==> src/rtl/sos_pkg.sv <==
package sos_pkg;
  localparam int BYTE_W = 8;
  localparam int LEN_W  = 32;
  localparam int NUM_REGS = 2;
  typedef logic [BYTE_W-1:0] byte_t;
endpackage

==> src/rtl/sos_len_counter.sv <==
module sos_len_counter #(
  parameter int LEN_W = 32
) (
  input  logic             clk,
  input  logic             rst,
  input  logic             load,
  input  logic [LEN_W-1:0] load_val,
  input  logic             dec,
  output logic             active,
  output logic             last
);
  logic [LEN_W-1:0] remain;

  always_ff @(posedge clk) begin
    if (rst) begin
      remain <= '0;
    end else if (load) begin
      remain <= load_val;
    end else if (dec && active) begin
      remain <= remain - 1'b1;
    end
  end

  assign active = (remain != '0);
  assign last   = (remain == LEN_W'(1));
endmodule

==> src/rtl/sos_bit_counter.sv <==
module sos_bit_counter #(
  parameter int BYTE_W = 8,
  localparam int IDX_W = $clog2(BYTE_W)
) (
  input  logic             clk,
  input  logic             rst,
  input  logic             adv,
  input  logic             clr,
  output logic [IDX_W-1:0] idx,
  output logic             at_end
);
  localparam logic [IDX_W-1:0] LAST_IDX = IDX_W'(BYTE_W - 1);

  always_ff @(posedge clk) begin
    if (rst || clr) begin
      idx <= '0;
    end else if (adv) begin
      idx <= (idx == LAST_IDX) ? '0 : idx + 1'b1;
    end
  end

  assign at_end = (idx == LAST_IDX);
endmodule

==> src/rtl/sos_byte_store.sv <==
module sos_byte_store
  import sos_pkg::*;
#(
  parameter int BYTE_W = sos_pkg::BYTE_W
) (
  input  logic              clk,
  input  logic              rst,
  input  logic              wr_en,
  input  logic [BYTE_W-1:0] wr_data,
  input  logic              release_cur,
  output logic [BYTE_W-1:0] cur_byte,
  output logic              empty,
  output logic              full
);
  logic [BYTE_W-1:0] slot_data [NUM_REGS];
  logic [NUM_REGS-1:0] slot_vld;
  logic sel;
  logic wr_idx;
  logic accept;

  assign full   = &slot_vld;
  assign empty  = ~slot_vld[sel];
  assign wr_idx = slot_vld[sel] ? ~sel : sel;
  assign accept = wr_en && !full;

  for (genvar g = 0; g < NUM_REGS; g++) begin : g_slot
    always_ff @(posedge clk) begin
      if (accept && (wr_idx == g[0])) begin
        slot_data[g] <= wr_data;
      end
    end

    always_ff @(posedge clk) begin
      if (rst) begin
        slot_vld[g] <= 1'b0;
      end else if (accept && (wr_idx == g[0])) begin
        slot_vld[g] <= 1'b1;
      end else if (release_cur && (sel == g[0])) begin
        slot_vld[g] <= 1'b0;
      end
    end
  end

  always_ff @(posedge clk) begin
    if (rst) begin
      sel <= 1'b0;
    end else if (release_cur) begin
      sel <= ~sel;
    end
  end

  assign cur_byte = slot_data[sel];
endmodule

==> src/rtl/scan_out_serializer.sv <==
module scan_out_serializer
  import sos_pkg::*;
#(
  parameter int BYTE_W = sos_pkg::BYTE_W,
  parameter int LEN_W  = sos_pkg::LEN_W,
  localparam int IDX_W = $clog2(BYTE_W)
) (
  input  logic              clk,
  input  logic              rst,
  input  logic              wr_en,
  input  logic [BYTE_W-1:0] wr_data,
  input  logic              len_load,
  input  logic [LEN_W-1:0]  len_value,
  input  logic              out_en,
  input  logic              tck_en,
  output logic              ser_out,
  output logic              full,
  output logic              empty,
  output logic              len_tc
);
  logic [BYTE_W-1:0] cur_byte;
  logic [IDX_W-1:0]  bit_idx;
  logic byte_done;
  logic len_active;
  logic len_last;
  logic shift_go;
  logic release_cur;

  assign shift_go    = out_en && tck_en && !empty && len_active;
  assign release_cur = shift_go && (byte_done || len_last);

  sos_byte_store #(.BYTE_W(BYTE_W)) u_store (
    .clk        (clk),
    .rst        (rst),
    .wr_en      (wr_en),
    .wr_data    (wr_data),
    .release_cur(release_cur),
    .cur_byte   (cur_byte),
    .empty      (empty),
    .full       (full)
  );

  sos_bit_counter #(.BYTE_W(BYTE_W)) u_bits (
    .clk   (clk),
    .rst   (rst),
    .adv   (shift_go),
    .clr   (release_cur),
    .idx   (bit_idx),
    .at_end(byte_done)
  );

  sos_len_counter #(.LEN_W(LEN_W)) u_len (
    .clk     (clk),
    .rst     (rst),
    .load    (len_load),
    .load_val(len_value),
    .dec     (shift_go),
    .active  (len_active),
    .last    (len_last)
  );

  always_ff @(posedge clk) begin
    if (rst) begin
      ser_out <= 1'b1;
      len_tc  <= 1'b0;
    end else begin
      len_tc <= shift_go && len_last && !len_load;
      if (!out_en) begin
        ser_out <= 1'b1;
      end else if (shift_go) begin
        ser_out <= cur_byte[bit_idx];
      end
    end
  end
endmodule

==> config.mk <==
export PLATFORM = sky130hd
export DESIGN_NAME = scan_out_serializer
export DESIGN_NICKNAME = d
export VERILOG_FILES = /design/src/rtl/sos_pkg.sv /design/src/rtl/sos_len_counter.sv /design/src/rtl/sos_bit_counter.sv /design/src/rtl/sos_byte_store.sv /design/src/rtl/scan_out_serializer.sv
export SDC_FILE = /design/constraint.sdc
export NUM_CORES = 1
export LEC_CHECK = 0
export BUFFER_PORTS_ARGS = -buffer_cell sky130_fd_sc_hd__buf_2
export CAP_MARGIN = 20
export CORE_MARGIN = 3
export CORE_UTILIZATION = 57
export CTS_BUF_LIST = sky130_fd_sc_hd__clkbuf_16
export DETAILED_ROUTE_END_ITERATION = 8
export GPL_ROUTABILITY_DRIVEN = 0
export GPL_TIMING_DRIVEN = 1
export PLACE_DENSITY = 0.9
export REMOVE_ABC_BUFFERS = 1
export SLEW_MARGIN = 20
export SYNTH_ARGS = -nofsm -noshare
export SYNTH_HDL_FRONTEND = slang
export SYNTH_SLANG_ARGS = --single-unit
==> constraint.sdc <==
create_clock -name clk -period 2.65 [get_ports clk]
set_input_delay 0.3975 -clock clk [delete_from_list [all_inputs] [get_ports clk]]
set_output_delay 0.3975 -clock clk [all_outputs]
set_load 0.02 [all_outputs]
==> metrics.txt, run 1 <==
core area 5200 µm²; hold crit path type primary input to register; Total Routing Usage GR 27.9%; DIE AREA 6430 µm²; MaxCap Viol Count 0; post-route ant nets 0; CTS Hold Buffers Added 0; Post-CTS Resized 0; CP Launch Type register; worst clock skew 0.00635 ns; largest cells by area after synthesis dfxtp_1, edfxtp_1, a311oi_1; reg2reg start u_len.remain[7]; Register-to-Register Setup Slack 0.22 ns; post-synthesis sequential area ratio 41.5%; Mean Syn Cell Area 9.56 µm²; vias per cell 6.63; clock sink count 57; Final nets 432; final max-slew violation count 0; # IOs 50; Vias 3015; cell area after synthesis 3140 µm²; Worst Path Arrival 2.66 ns; Req. time, crit path 2.88 ns; commonest cells after routing, fill and taps aside buf_2, dfxtp_1, nor2_1; Post-Syn Instances 328; initial antenna violation count 0; simple-gate share of the synthesized area 26.5%; Worst R2R Path Depth 5; Diodes inserted 0; Post-Synth XOR/XNOR Area 0.279%; Fill cells 403; Synth warnings 0; LEAKAGE 1.38 nW; first-pass GRT wire length 13900 µm; die height 80.2 µm; Layout area overhead 20.3%; pin count of the biggest net entering global routing 32; CP max stage cell nor4_4; Setup TNS Final 0 ns; worst vdd ir 459 µV; # rows 26; Residual DRC 0; postcts setup bufs 0; Num CTS Buffers 9; Crit. End Element register; DP HPWL 5470 µm; Fmax 412 MHz; Die W 80.2 µm; final period utilization 91.6%; Hold Path Origin wr_data[3]; port bufs 49; cell mode on critical path or4_1; Worst-path clk slew 0.06 ns; commonest non-fill, non-tap cell in the layout buf_2; top_reg_cell synth dfxtp_1; measured slew at the worst slew-check pin 0.585 ns; vias in the first global route 2906; Final Critical Period 2.43 ns; DRT iter0 DRCs 288; Power per Cell Area 633 nW/µm²; combinational family with the most area after synthesis simple AND/OR/NAND/NOR gates; final WL 8300 µm; share of the synthesized area in the top cell type 26.2%; Worst Hold End u_store.slot_data[1][3]; dominant cell type by area after synthesis dfxtp_1; unrepaired setup endpoints after global routing false; worst hold stages 1; Yosys cell types 54; router iterations before antenna repair 6; worst-path cell chain nor4_4, nand4_2, or4_1, or4_1, a311oi_1; Synth Area in Compound Gates 20.2%; Clock Tree Buf Depth 2; TritonCTS clock tree built; Fin. Hold Viols 0; Setup Viol. Count Final 0; Yosys reg bits 57; Core Util, Final 72.5%; CTS root buf clkbuf_16; DR WL/cell 18.2 µm; reg-to-reg endpoint u_len.remain[29]; Post-Synth Adder-Cell Area 2.39%; CP Class register to register; Post-synth ARST share 0%; outcome finished clean; CTS H-tree depth 3; max incr delay on CP 0.57 ns; number of synthesized flops with an enable pin 16; mux cell area share after synthesis 3.95%; share of cells above drive strength 1 24.7%; Hold Slack 0.256 ns; crit path max fanout 10; slew margin rel. 61.0%; Initial Utilization 60.2%; total grt overflow 0; worst skew pair latency 0.33 ns
-- registers in the layout, indices dropped and copies added (netlist names), named ones only --
name / cells
u_len.remain: 32
u_store.slot_data: 16
u_bits.idx: 3
u_store.slot_vld: 2
len_tc: 1
ser_out: 1
u_store.sel: 1
-- per-stage QoR --
stage	setup WS, ns	total power, W	instances	area, µm²
floorplan	0.185	0.00117	304	3030
global placement	0.321	0.00128	439	3480
detailed placement	0.225	0.00129	439	3480
CTS	0.192	0.00240	455	3770
global route	0.0225	0.00249	455	3770
finish	0.222	0.00239	455	3770
-- logic make-up after synthesis --
group                      Yosys count
and+or+nand+nor                    137
AOI/OAI and AO/OA                   81
DFF                                 57
buffers and inverters               40
muxes                                6
adders and majority gates            6
xor gates and xnor gates             1
-- final cells by class --
cell class	instances	area, µm²	share of cell area (%)
multi-input cells	231	1670	44.3
flip-flops and latches	57	1300	34.5
repair buffers	65	365	9.69
clock buffers	9	225	5.97
well taps	70	87.6	2.32
clock inverters	7	61.3	1.63
inverters	16	60.1	1.59
-- per-layer routing --
layer / share of wire [%] / global-route usage, % / vias up
li1: - / - / 1425
met1: 42 / 35.5 / 1414
met2: 48 / 45.3 / 158
met3: 8.0 / 7.40 / 18
met4: 1.6 / 10.6 / 0
met5: 0 / 0 / -
-- report_power, final --
group          internal [W]  switching (W)
Combinational      0.000122       0.000164
Clock              0.000649       0.000452
Sequential         0.000950      0.0000507
-- cell usage after synthesis, types with 4 or more instances --
library cell and n:
or3_1 4, a21oi_1 8, and3_1 4, nand4_1 8
a211oi_1 6, nor4_1 6, ha_1 6, dfxtp_1 41
nand4b_1 4, nand2_1 8, clkbuf_1 19, nand3_1 12
a311oi_1 18, and4_1 7, or4_1 21, nor3_1 10
nor2b_1 6, inv_1 15, mux4_2 5, edfxtp_1 16
a2111oi_0 7, o21ai_0 8, nor2_1 30, o31ai_1 17
-- how the worst max path moves through the flow --
stage                               start          endpoint  slack, ns  depth (start not counted)
after floorplan           u_len.remain[4]  u_len.remain[31]       0.18                          5
after global placement    u_len.remain[4]  u_len.remain[29]       0.32                          5
after detailed placement  u_len.remain[4]  u_len.remain[29]       0.22                          5
after CTS                 u_len.remain[4]  u_len.remain[29]       0.19                          5
after global routing      u_len.remain[7]  u_len.remain[29]       0.02                          5
final                     u_len.remain[7]  u_len.remain[29]       0.22                          5
-- critical path, delay by kind of cell, from the launching register on --
family,cells,cell delay [ns]
AOI/OAI and AO/OA,1,0.27
and+or+nand+nor,4,1.72
DFF,1,0.35
No activity file was read; power rests on OpenSTA's default activity.
==> inputs of run 2 (changes only) <==
--- a/config.mk
+++ b/config.mk
@@ -8,14 +8,15 @@
 export BUFFER_PORTS_ARGS = -buffer_cell sky130_fd_sc_hd__buf_2
 export CAP_MARGIN = 20
 export CORE_MARGIN = 3
-export CORE_UTILIZATION = 57
+export CORE_UTILIZATION = 56
 export CTS_BUF_LIST = sky130_fd_sc_hd__clkbuf_16
 export DETAILED_ROUTE_END_ITERATION = 8
 export GPL_ROUTABILITY_DRIVEN = 0
 export GPL_TIMING_DRIVEN = 1
-export PLACE_DENSITY = 0.9
+export PLACE_DENSITY = 0.89
 export REMOVE_ABC_BUFFERS = 1
 export SLEW_MARGIN = 20
 export SYNTH_ARGS = -nofsm -noshare
 export SYNTH_HDL_FRONTEND = slang
+export SYNTH_HIERARCHICAL = 1
 export SYNTH_SLANG_ARGS = --single-unit
==> constraint.sdc (replaced) <==
create_clock -name clk -period 2.47 [get_ports clk]
set_input_delay 0.3705 -clock clk [delete_from_list [all_inputs] [get_ports clk]]
set_output_delay 0.3705 -clock clk [all_outputs]
set_load 0.02 [all_outputs]
==> metrics.txt, run 2 <==
router iterations before antenna repair 6 (unchanged); number of synthesized flops with an enable pin 16 (unchanged); Post-synth ARST share 0% (unchanged); Residual DRC 0 (unchanged); measured slew at the worst slew-check pin 0.742 ns (was 0.585 ns); crit path max fanout 3 (was 10); Mean Syn Cell Area 9.76 µm² (was 9.56 µm²); commonest non-fill, non-tap cell in the layout buf_2 (unchanged); Post-Syn Instances 310 (was 328); most common cell in the netlist dfxtp_1 (unchanged); pin count of the biggest net entering global routing 50 (was 32); CTS H-tree depth 3 (unchanged); LEAKAGE 1.50 nW (was 1.38 nW); # rows 26 (unchanged); Initial Utilization 58.5% (was 60.2%); clock sink count 57 (unchanged); Biggest register u_len/remain (was u_len.remain); core area 5170 µm² (was 5200 µm²); Largest regs u_len/remain x32, u_store/slot_data x16, u_bits/idx x3 (was u_len.remain x32, u_store.slot_data x16, u_bits.idx x3); Total Routing Usage GR 26.2% (was 27.9%); MaxCap Viol Count 0 (unchanged); dominant cell type by area after synthesis dfxtp_1 (unchanged); unrepaired setup endpoints after global routing true (was false); max incr delay on CP 0.52 ns (was 0.57 ns); violated checks negative setup slack; outcome complete, but fails checks (was finished clean); Synth Area in Compound Gates 18.9% (was 20.2%); largest cells by area after synthesis dfxtp_1, edfxtp_1, a311oi_1 (unchanged); post-route ant nets 0 (unchanged); # IOs 50 (unchanged); Seq. cell area 1310 µm² (was 1300 µm²); die height 79.5 µm (was 80.2 µm); Die W 79.5 µm (was 80.2 µm); vias in the first global route 2787 (was 2906); hold crit path type primary input to register (unchanged); post-synthesis sequential area ratio 43.0% (was 41.5%); Vias 3130 (was 3015); vias per cell 6.67 (was 6.63); Layout area overhead 32.5% (was 20.3%); Worst-path clk slew 0.05 ns (was 0.06 ns); Finished Cell Area 4010 µm² (was 3770 µm²); DIE AREA 6320 µm² (was 6430 µm²); worst vdd ir 479 µV (was 459 µV); DP HPWL 5390 µm (was 5470 µm); Worst Path Arrival 2.75 ns (was 2.66 ns); Clock Tree Buf Depth 2 (unchanged); commonest cells after routing, fill and taps aside buf_2, dfxtp_1, nor2_1, buf_4, o21ai_0 (was buf_2, dfxtp_1, nor2_1); cell area after synthesis 3030 µm² (was 3140 µm²); multi-input gate area in the final layout 1750 µm² (was 1670 µm²); Power per Cell Area 657 nW/µm² (was 633 nW/µm²); CP Class register to register (unchanged); top_reg_cell synth dfxtp_1 (unchanged); TritonCTS clock tree built (unchanged); Largest register FFs 32 (unchanged); initial antenna violation count 0 (unchanged); Post-Synth Adder-Cell Area 2.48% (was 2.39%); Yosys reg bits 57 (unchanged); Num CTS Buffers 9 (unchanged); slew margin rel. 50.3% (was 61.0%); top cells by count, synth dfxtp_1, nor2_1, a311oi_1 (was dfxtp_1, nor2_1, or4_1); port bufs 49 (unchanged); CP bufs+invs 3 (was 0); worst clock skew 0.00757 ns (was 0.00635 ns); Yosys cell types 58 (was 54); final period utilization 103% (was 91.6%); Final nets 446 (was 432); Diodes inserted 0 (unchanged); share of cells above drive strength 1 37.1% (was 24.7%); cell mode on critical path inv_2 (was or4_1); Setup Viol. Count Final 5 (was 0); DRT iter0 DRCs 479 (was 288); final max-slew violation count 0 (unchanged); mux cell area share after synthesis 5.62% (was 3.95%); Final Critical Period 2.54 ns (was 2.43 ns); CP top delay family simple AND/OR/NAND/NOR gates (unchanged); share of the synthesized area in the top cell type 27.1% (was 26.2%); post-route setup slack -0.0736 ns (was 0.222 ns); DR WL/cell 20.0 µm (was 18.2 µm); Req. time, crit path 2.68 ns (was 2.88 ns); Crit. End Element register (unchanged); final WL 9360 µm (was 8300 µm); Setup TNS Final -0.144 ns (was 0 ns); Area after DPL 3510 µm² (was 3480 µm²); total grt overflow 0 (unchanged); Fill cells 321 (was 403); Synth warnings 6 (was 0); Fin. Hold Viols 0 (unchanged); worst-path cell chain inv_2, ha_4, nor4b_4, and4_4, nand3_2, nand4b_1, inv_2, inv_2, a2111o_1, or4b_4, o2111a_1 (was nor4_4, nand4_2, or4_1, or4_1, a311oi_1); pre-CTS WS -0.0339 ns (was 0.225 ns); worst skew pair latency 0.33 ns (about the same); Post-Synth XOR/XNOR Area 1.45% (was 0.279%); CP Launch Type register (unchanged); first-pass GRT wire length 12900 µm (was 13900 µm); simple-gate share of the synthesized area 25.3% (was 26.5%); CTS root buf clkbuf_16 (unchanged); Fmax 393 MHz (was 412 MHz); combinational family with the most area after synthesis simple AND/OR/NAND/NOR gates (unchanged); CP max stage cell or4b_4 (was nor4_4)
## run 2: cells by family (layout without fill, tap and decap cells)
logic type / count (synthesis) / in the layout
AND/OR/NAND/NOR: 129 / 129
AO/OA/AOI/OAI: 76 / 76
flip-flops: 57 / 57
buffers and inverters: 23 / 112
multiplexers: 14 / 14
adder cells (fa/ha/maj): 6 / 6
XOR/XNOR: 5 / 5
## run 2: where the power goes
group	internal [W]	switching, W	leakage (nW)
registers	0.00102	0.0000571	0.490
logic	0.000176	0.000212	0.866
clock network	0.000760	0.000408	0.147
total	0.00196	0.000677	1.50
## run 2: timing repair
action	CTS	global route
endpoints found under the setup margin	18	28
hold buffers	0	0
resized for setup	5	29
pin swaps	3	14
buffers inserted	1	10
gates cloned	0	1
## run 2: final timing paths
kind                                                end  slack [ns]       startpoint  cells past startpoint
worst max-delay path                   u_len/remain[26]       -0.07  u_len/remain[1]                     11
worst min-delay path            u_store/slot_data[1][5]        0.23       wr_data[5]                      1
worst max register to register         u_len/remain[26]       -0.07  u_len/remain[1]                     11
worst min register to register                  ser_out        0.49          ser_out                      2
## run 2: worst reg2reg max path, cell delays in order (launching register included)
cell and delay [ns]:
dfxtp_2 0.35, inv_2 0.06, ha_4 0.17, nor4b_4 0.13, and4_4 0.20, nand3_2 0.08
nand4b_1 0.17, inv_2 0.13, inv_2 0.06, a2111o_1 0.42, or4b_4 0.52, o2111a_1 0.13
## run 2: metrics by stage
| step | util [%] | power [W] | instances | hold slack (ns) |
|---|---|---|---|---|
| floorplan | - | 0.00126 | 295 | 0.435 |
| global placement | 67.8 | 0.00139 | 441 | 0.459 |
| detailed placement | 67.8 | 0.00141 | 441 | 0.481 |
| CTS | 73.7 | 0.00257 | 458 | 0.226 |
| global route | 77.5 | 0.00271 | 469 | 0.230 |
| finish | 77.5 | 0.00263 | 469 | 0.232 |
## run 2: layout make-up
| class | count | share of cell area [%] |
|---|---|---|
| well taps | 70 | 2.18 |
| flip-flops and latches | 57 | 32.5 |
| multi-input cells | 230 | 43.5 |
| clock inverters | 7 | 1.37 |
| inverters | 8 | 0.749 |
| repair buffers | 88 | 14.0 |
| clock buffers | 9 | 5.62 |
## run 2: per-layer routing
layer | GRT usage, % | wire length, µm | vias up
li1 | - | - | 1392
met1 | 31.9 | 3690 | 1480
met2 | 43.6 | 4500 | 206
met3 | 5.08 | 715 | 52
met4 | 13.7 | 452 | 0
met5 | 0 | 0 | -
==> inputs of run 3 (changes only) <==
--- a/config.mk
+++ b/config.mk
@@ -8,15 +8,14 @@
 export BUFFER_PORTS_ARGS = -buffer_cell sky130_fd_sc_hd__buf_2
 export CAP_MARGIN = 20
 export CORE_MARGIN = 3
-export CORE_UTILIZATION = 56
+export CORE_UTILIZATION = 57
 export CTS_BUF_LIST = sky130_fd_sc_hd__clkbuf_16
 export DETAILED_ROUTE_END_ITERATION = 8
 export GPL_ROUTABILITY_DRIVEN = 0
 export GPL_TIMING_DRIVEN = 1
-export PLACE_DENSITY = 0.89
+export PLACE_DENSITY = 0.9
 export REMOVE_ABC_BUFFERS = 1
 export SLEW_MARGIN = 20
 export SYNTH_ARGS = -nofsm -noshare
 export SYNTH_HDL_FRONTEND = slang
-export SYNTH_HIERARCHICAL = 1
 export SYNTH_SLANG_ARGS = --single-unit
==> metrics.txt, run 3 (synthesis results as in run 1) <==
first-pass GRT wire length 13400 µm (was 12900 µm); crit path max fanout 17 (was 3); port bufs 49 (unchanged); Total Routing Usage GR 26.8% (was 26.2%); worst-path cell chain or4_1, nor2_4, nand4_1, buf_12, nand2_1, nor2_1, ha_1, inv_1, a21oi_1, nor2_1 (was inv_2, ha_4, nor4b_4, and4_4, nand3_2, nand4b_1, inv_2, inv_2, a2111o_1, or4b_4, o2111a_1); Int Power 0.00195 W (was 0.00196 W); DR WL/cell 18.2 µm (was 20.0 µm); vias per cell 6.60 (was 6.67); MaxCap Viol Count 0 (unchanged); initial antenna violation count 0 (unchanged); CP Launch Type register (unchanged); core area 5200 µm² (was 5170 µm²); Num CTS Buffers 9 (unchanged); hold crit path type primary input to register (unchanged); combinational share of power 12.1% (was 14.7%); DP HPWL 5370 µm (was 5390 µm); # IOs 50 (unchanged); DIE AREA 6430 µm² (was 6320 µm²); LEAKAGE 1.41 nW (was 1.50 nW); Largest regs u_len.remain x32, u_store.slot_data x16, u_bits.idx x3 (was u_len/remain x32, u_store/slot_data x16, u_bits/idx x3); pre-CTS WS 0.140 ns (was -0.0339 ns); worst clock skew 0.00611 ns (was 0.00757 ns); worst vdd ir 490 µV (was 479 µV); Fin. Hold Viols 0 (unchanged); CTS H-tree depth 3 (unchanged); Final nets 435 (was 446); CP top delay family simple AND/OR/NAND/NOR gates (unchanged); Largest register FFs 32 (unchanged); sequential power share 40.5% (was 40.9%); max incr delay on CP 0.64 ns (was 0.52 ns); final WL 8340 µm (was 9360 µm); total grt overflow 0 (unchanged); CP bufs+invs 2 (was 3); die height 80.2 µm (was 79.5 µm); Vias 3024 (was 3130); Fmax 421 MHz (was 393 MHz); vias in the first global route 2788 (was 2787); # rows 26 (unchanged); slew margin rel. 59.4% (was 50.3%); Req. time, crit path 2.74 ns (was 2.68 ns); Switching Share 26.6% (was 25.7%); share of cells above drive strength 1 26.3% (was 37.1%); Worst Path Arrival 2.64 ns (was 2.75 ns); outcome finished clean (was complete, but fails checks); Clk pwr share 47.4% (was 44.4%); TritonCTS clock tree built (unchanged); CP Class register to register (unchanged); cell mode on critical path nor2_1 (was inv_2); Die W 80.2 µm (was 79.5 µm); final period utilization 96.2% (was 103%); Setup Viol. Count Final 0 (was 5); CTS root buf clkbuf_16 (unchanged); Diodes inserted 0 (unchanged); worst skew pair latency 0.34 ns (was 0.33 ns); post-route ant nets 0 (unchanged); post-route setup slack 0.0939 ns (was -0.0736 ns); Power per Cell Area 688 nW/µm² (was 657 nW/µm²); commonest non-fill, non-tap cell in the layout buf_2 (unchanged); DRT iter0 DRCs 244 (was 479); Net Sw Power 0.000705 W (was 0.000677 W); CTS Hold Buffers Added 0 (unchanged); Fill cells 358 (was 321); clock sink count 57 (unchanged); Biggest register u_len.remain (was u_len/remain); pin count of the biggest net entering global routing 32 (was 50); Residual DRC 0 (unchanged); Worst-path clk slew 0.06 ns (was 0.05 ns); CP max stage cell or4_1 (was or4b_4); Crit. End Element register (unchanged); Initial Utilization 60.2% (was 58.5%); Layout area overhead 22.9% (was 32.5%); measured slew at the worst slew-check pin 0.609 ns (was 0.742 ns); Register-to-Register Setup Slack 0.09 ns (was -0.07 ns); Clock Tree Buf Depth 2 (unchanged); final max-slew violation count 0 (unchanged); router iterations before antenna repair 4 (was 6); Final Critical Period 2.38 ns (was 2.54 ns); Final Power 0.00265 W (was 0.00263 W); commonest cells after routing, fill and taps aside buf_2, dfxtp_1, nor2_1 (was buf_2, dfxtp_1, nor2_1, buf_4, o21ai_0)
-- run 3: cell count changes in the layout (fill, tap and decap cells not counted), sizes merged, moves of 7 or more --
| cell | before | now |
|---|---|---|
| nand3 | 5 | 12 |
| o31ai | 9 | 17 |
| or4 | 9 | 21 |
| o21ai | 19 | 8 |
| mux2 | 11 | 1 |
| or3 | 16 | 4 |
| buf | 87 | 68 |
-- run 3: per-layer routing --
layer / up-vias / global-route usage, % / wire [µm]
met4: 0 / 11.3 / 158
li1: 1437 / - / -
met2: 154 / 41.3 / 3900
met3: 18 / 7.06 / 718
met1: 1415 / 35.6 / 3560
met5: - / 0 / 0
-- run 3: repair_timing --
action                     in CTS  in global routing
resized for setup               0                  5
setup endpoints to repair       0                  6
setup buffers                   0                  0
-- run 3: final timing paths --
| path | start | to | cells after the start |
|---|---|---|---|
| worst max-delay path | u_len.remain[16] | u_store.slot_vld[0] | 10 |
| worst min-delay path | wr_data[1] | u_store.slot_data[0][1] | 1 |
| worst max register to register | u_len.remain[16] | u_store.slot_vld[0] | 10 |
| worst min register to register | u_len.remain[14] | u_len.remain[14] | 2 |
-- run 3: worst reg2reg max path: stages, from the launching register on --
cell	delay (ns)
dfxtp_1	0.37
or4_1	0.64
nor2_4	0.23
nand4_1	0.20
buf_12	0.21
nand2_1	0.11
nor2_1	0.09
ha_1	0.22
inv_1	0.05
a21oi_1	0.08
nor2_1	0.11
-- run 3: power by group through the flow --
stage / Clock (W) / Combinational, W / Sequential (W)
final: 0.00126 / 0.000320 / 0.00107
after detailed placement: 0 / 0.000303 / 0.00109
after CTS: 0.00126 / 0.000310 / 0.00107
after global routing: 0.00130 / 0.000353 / 0.00108
after global placement: 0 / 0.000294 / 0.00108
after floorplan: 0 / 0.000181 / 0.00107
-- run 3: final cells by class --
cell class	instances	area [µm²]	area share [%]
Tap cell	70	87.6	2.27
Sequential cell	57	1300	33.8
Timing Repair Buffer	68	400	10.4
Inverter	16	60.1	1.56
Multi-Input combinational cell	231	1700	44.0
Clock buffer	9	225	5.85
Clock inverter	7	81.3	2.11
-- run 3: per-stage QoR --
| step | cells | hold slack (ns) | util (%) | setup TNS [ns] | cell area (µm²) |
|---|---|---|---|---|---|
| after CTS | 458 | 0.215 | 73.5 | 0 | 3830 |
| after global routing | 458 | 0.217 | 74.0 | -0.0421 | 3850 |
| after floorplan | 304 | 0.437 | - | 0 | 3030 |
| after detailed placement | 442 | 0.510 | 67.6 | 0 | 3520 |
| final | 458 | 0.220 | 74.0 | 0 | 3850 |
| after global placement | 442 | 0.490 | 67.6 | 0 | 3520 |
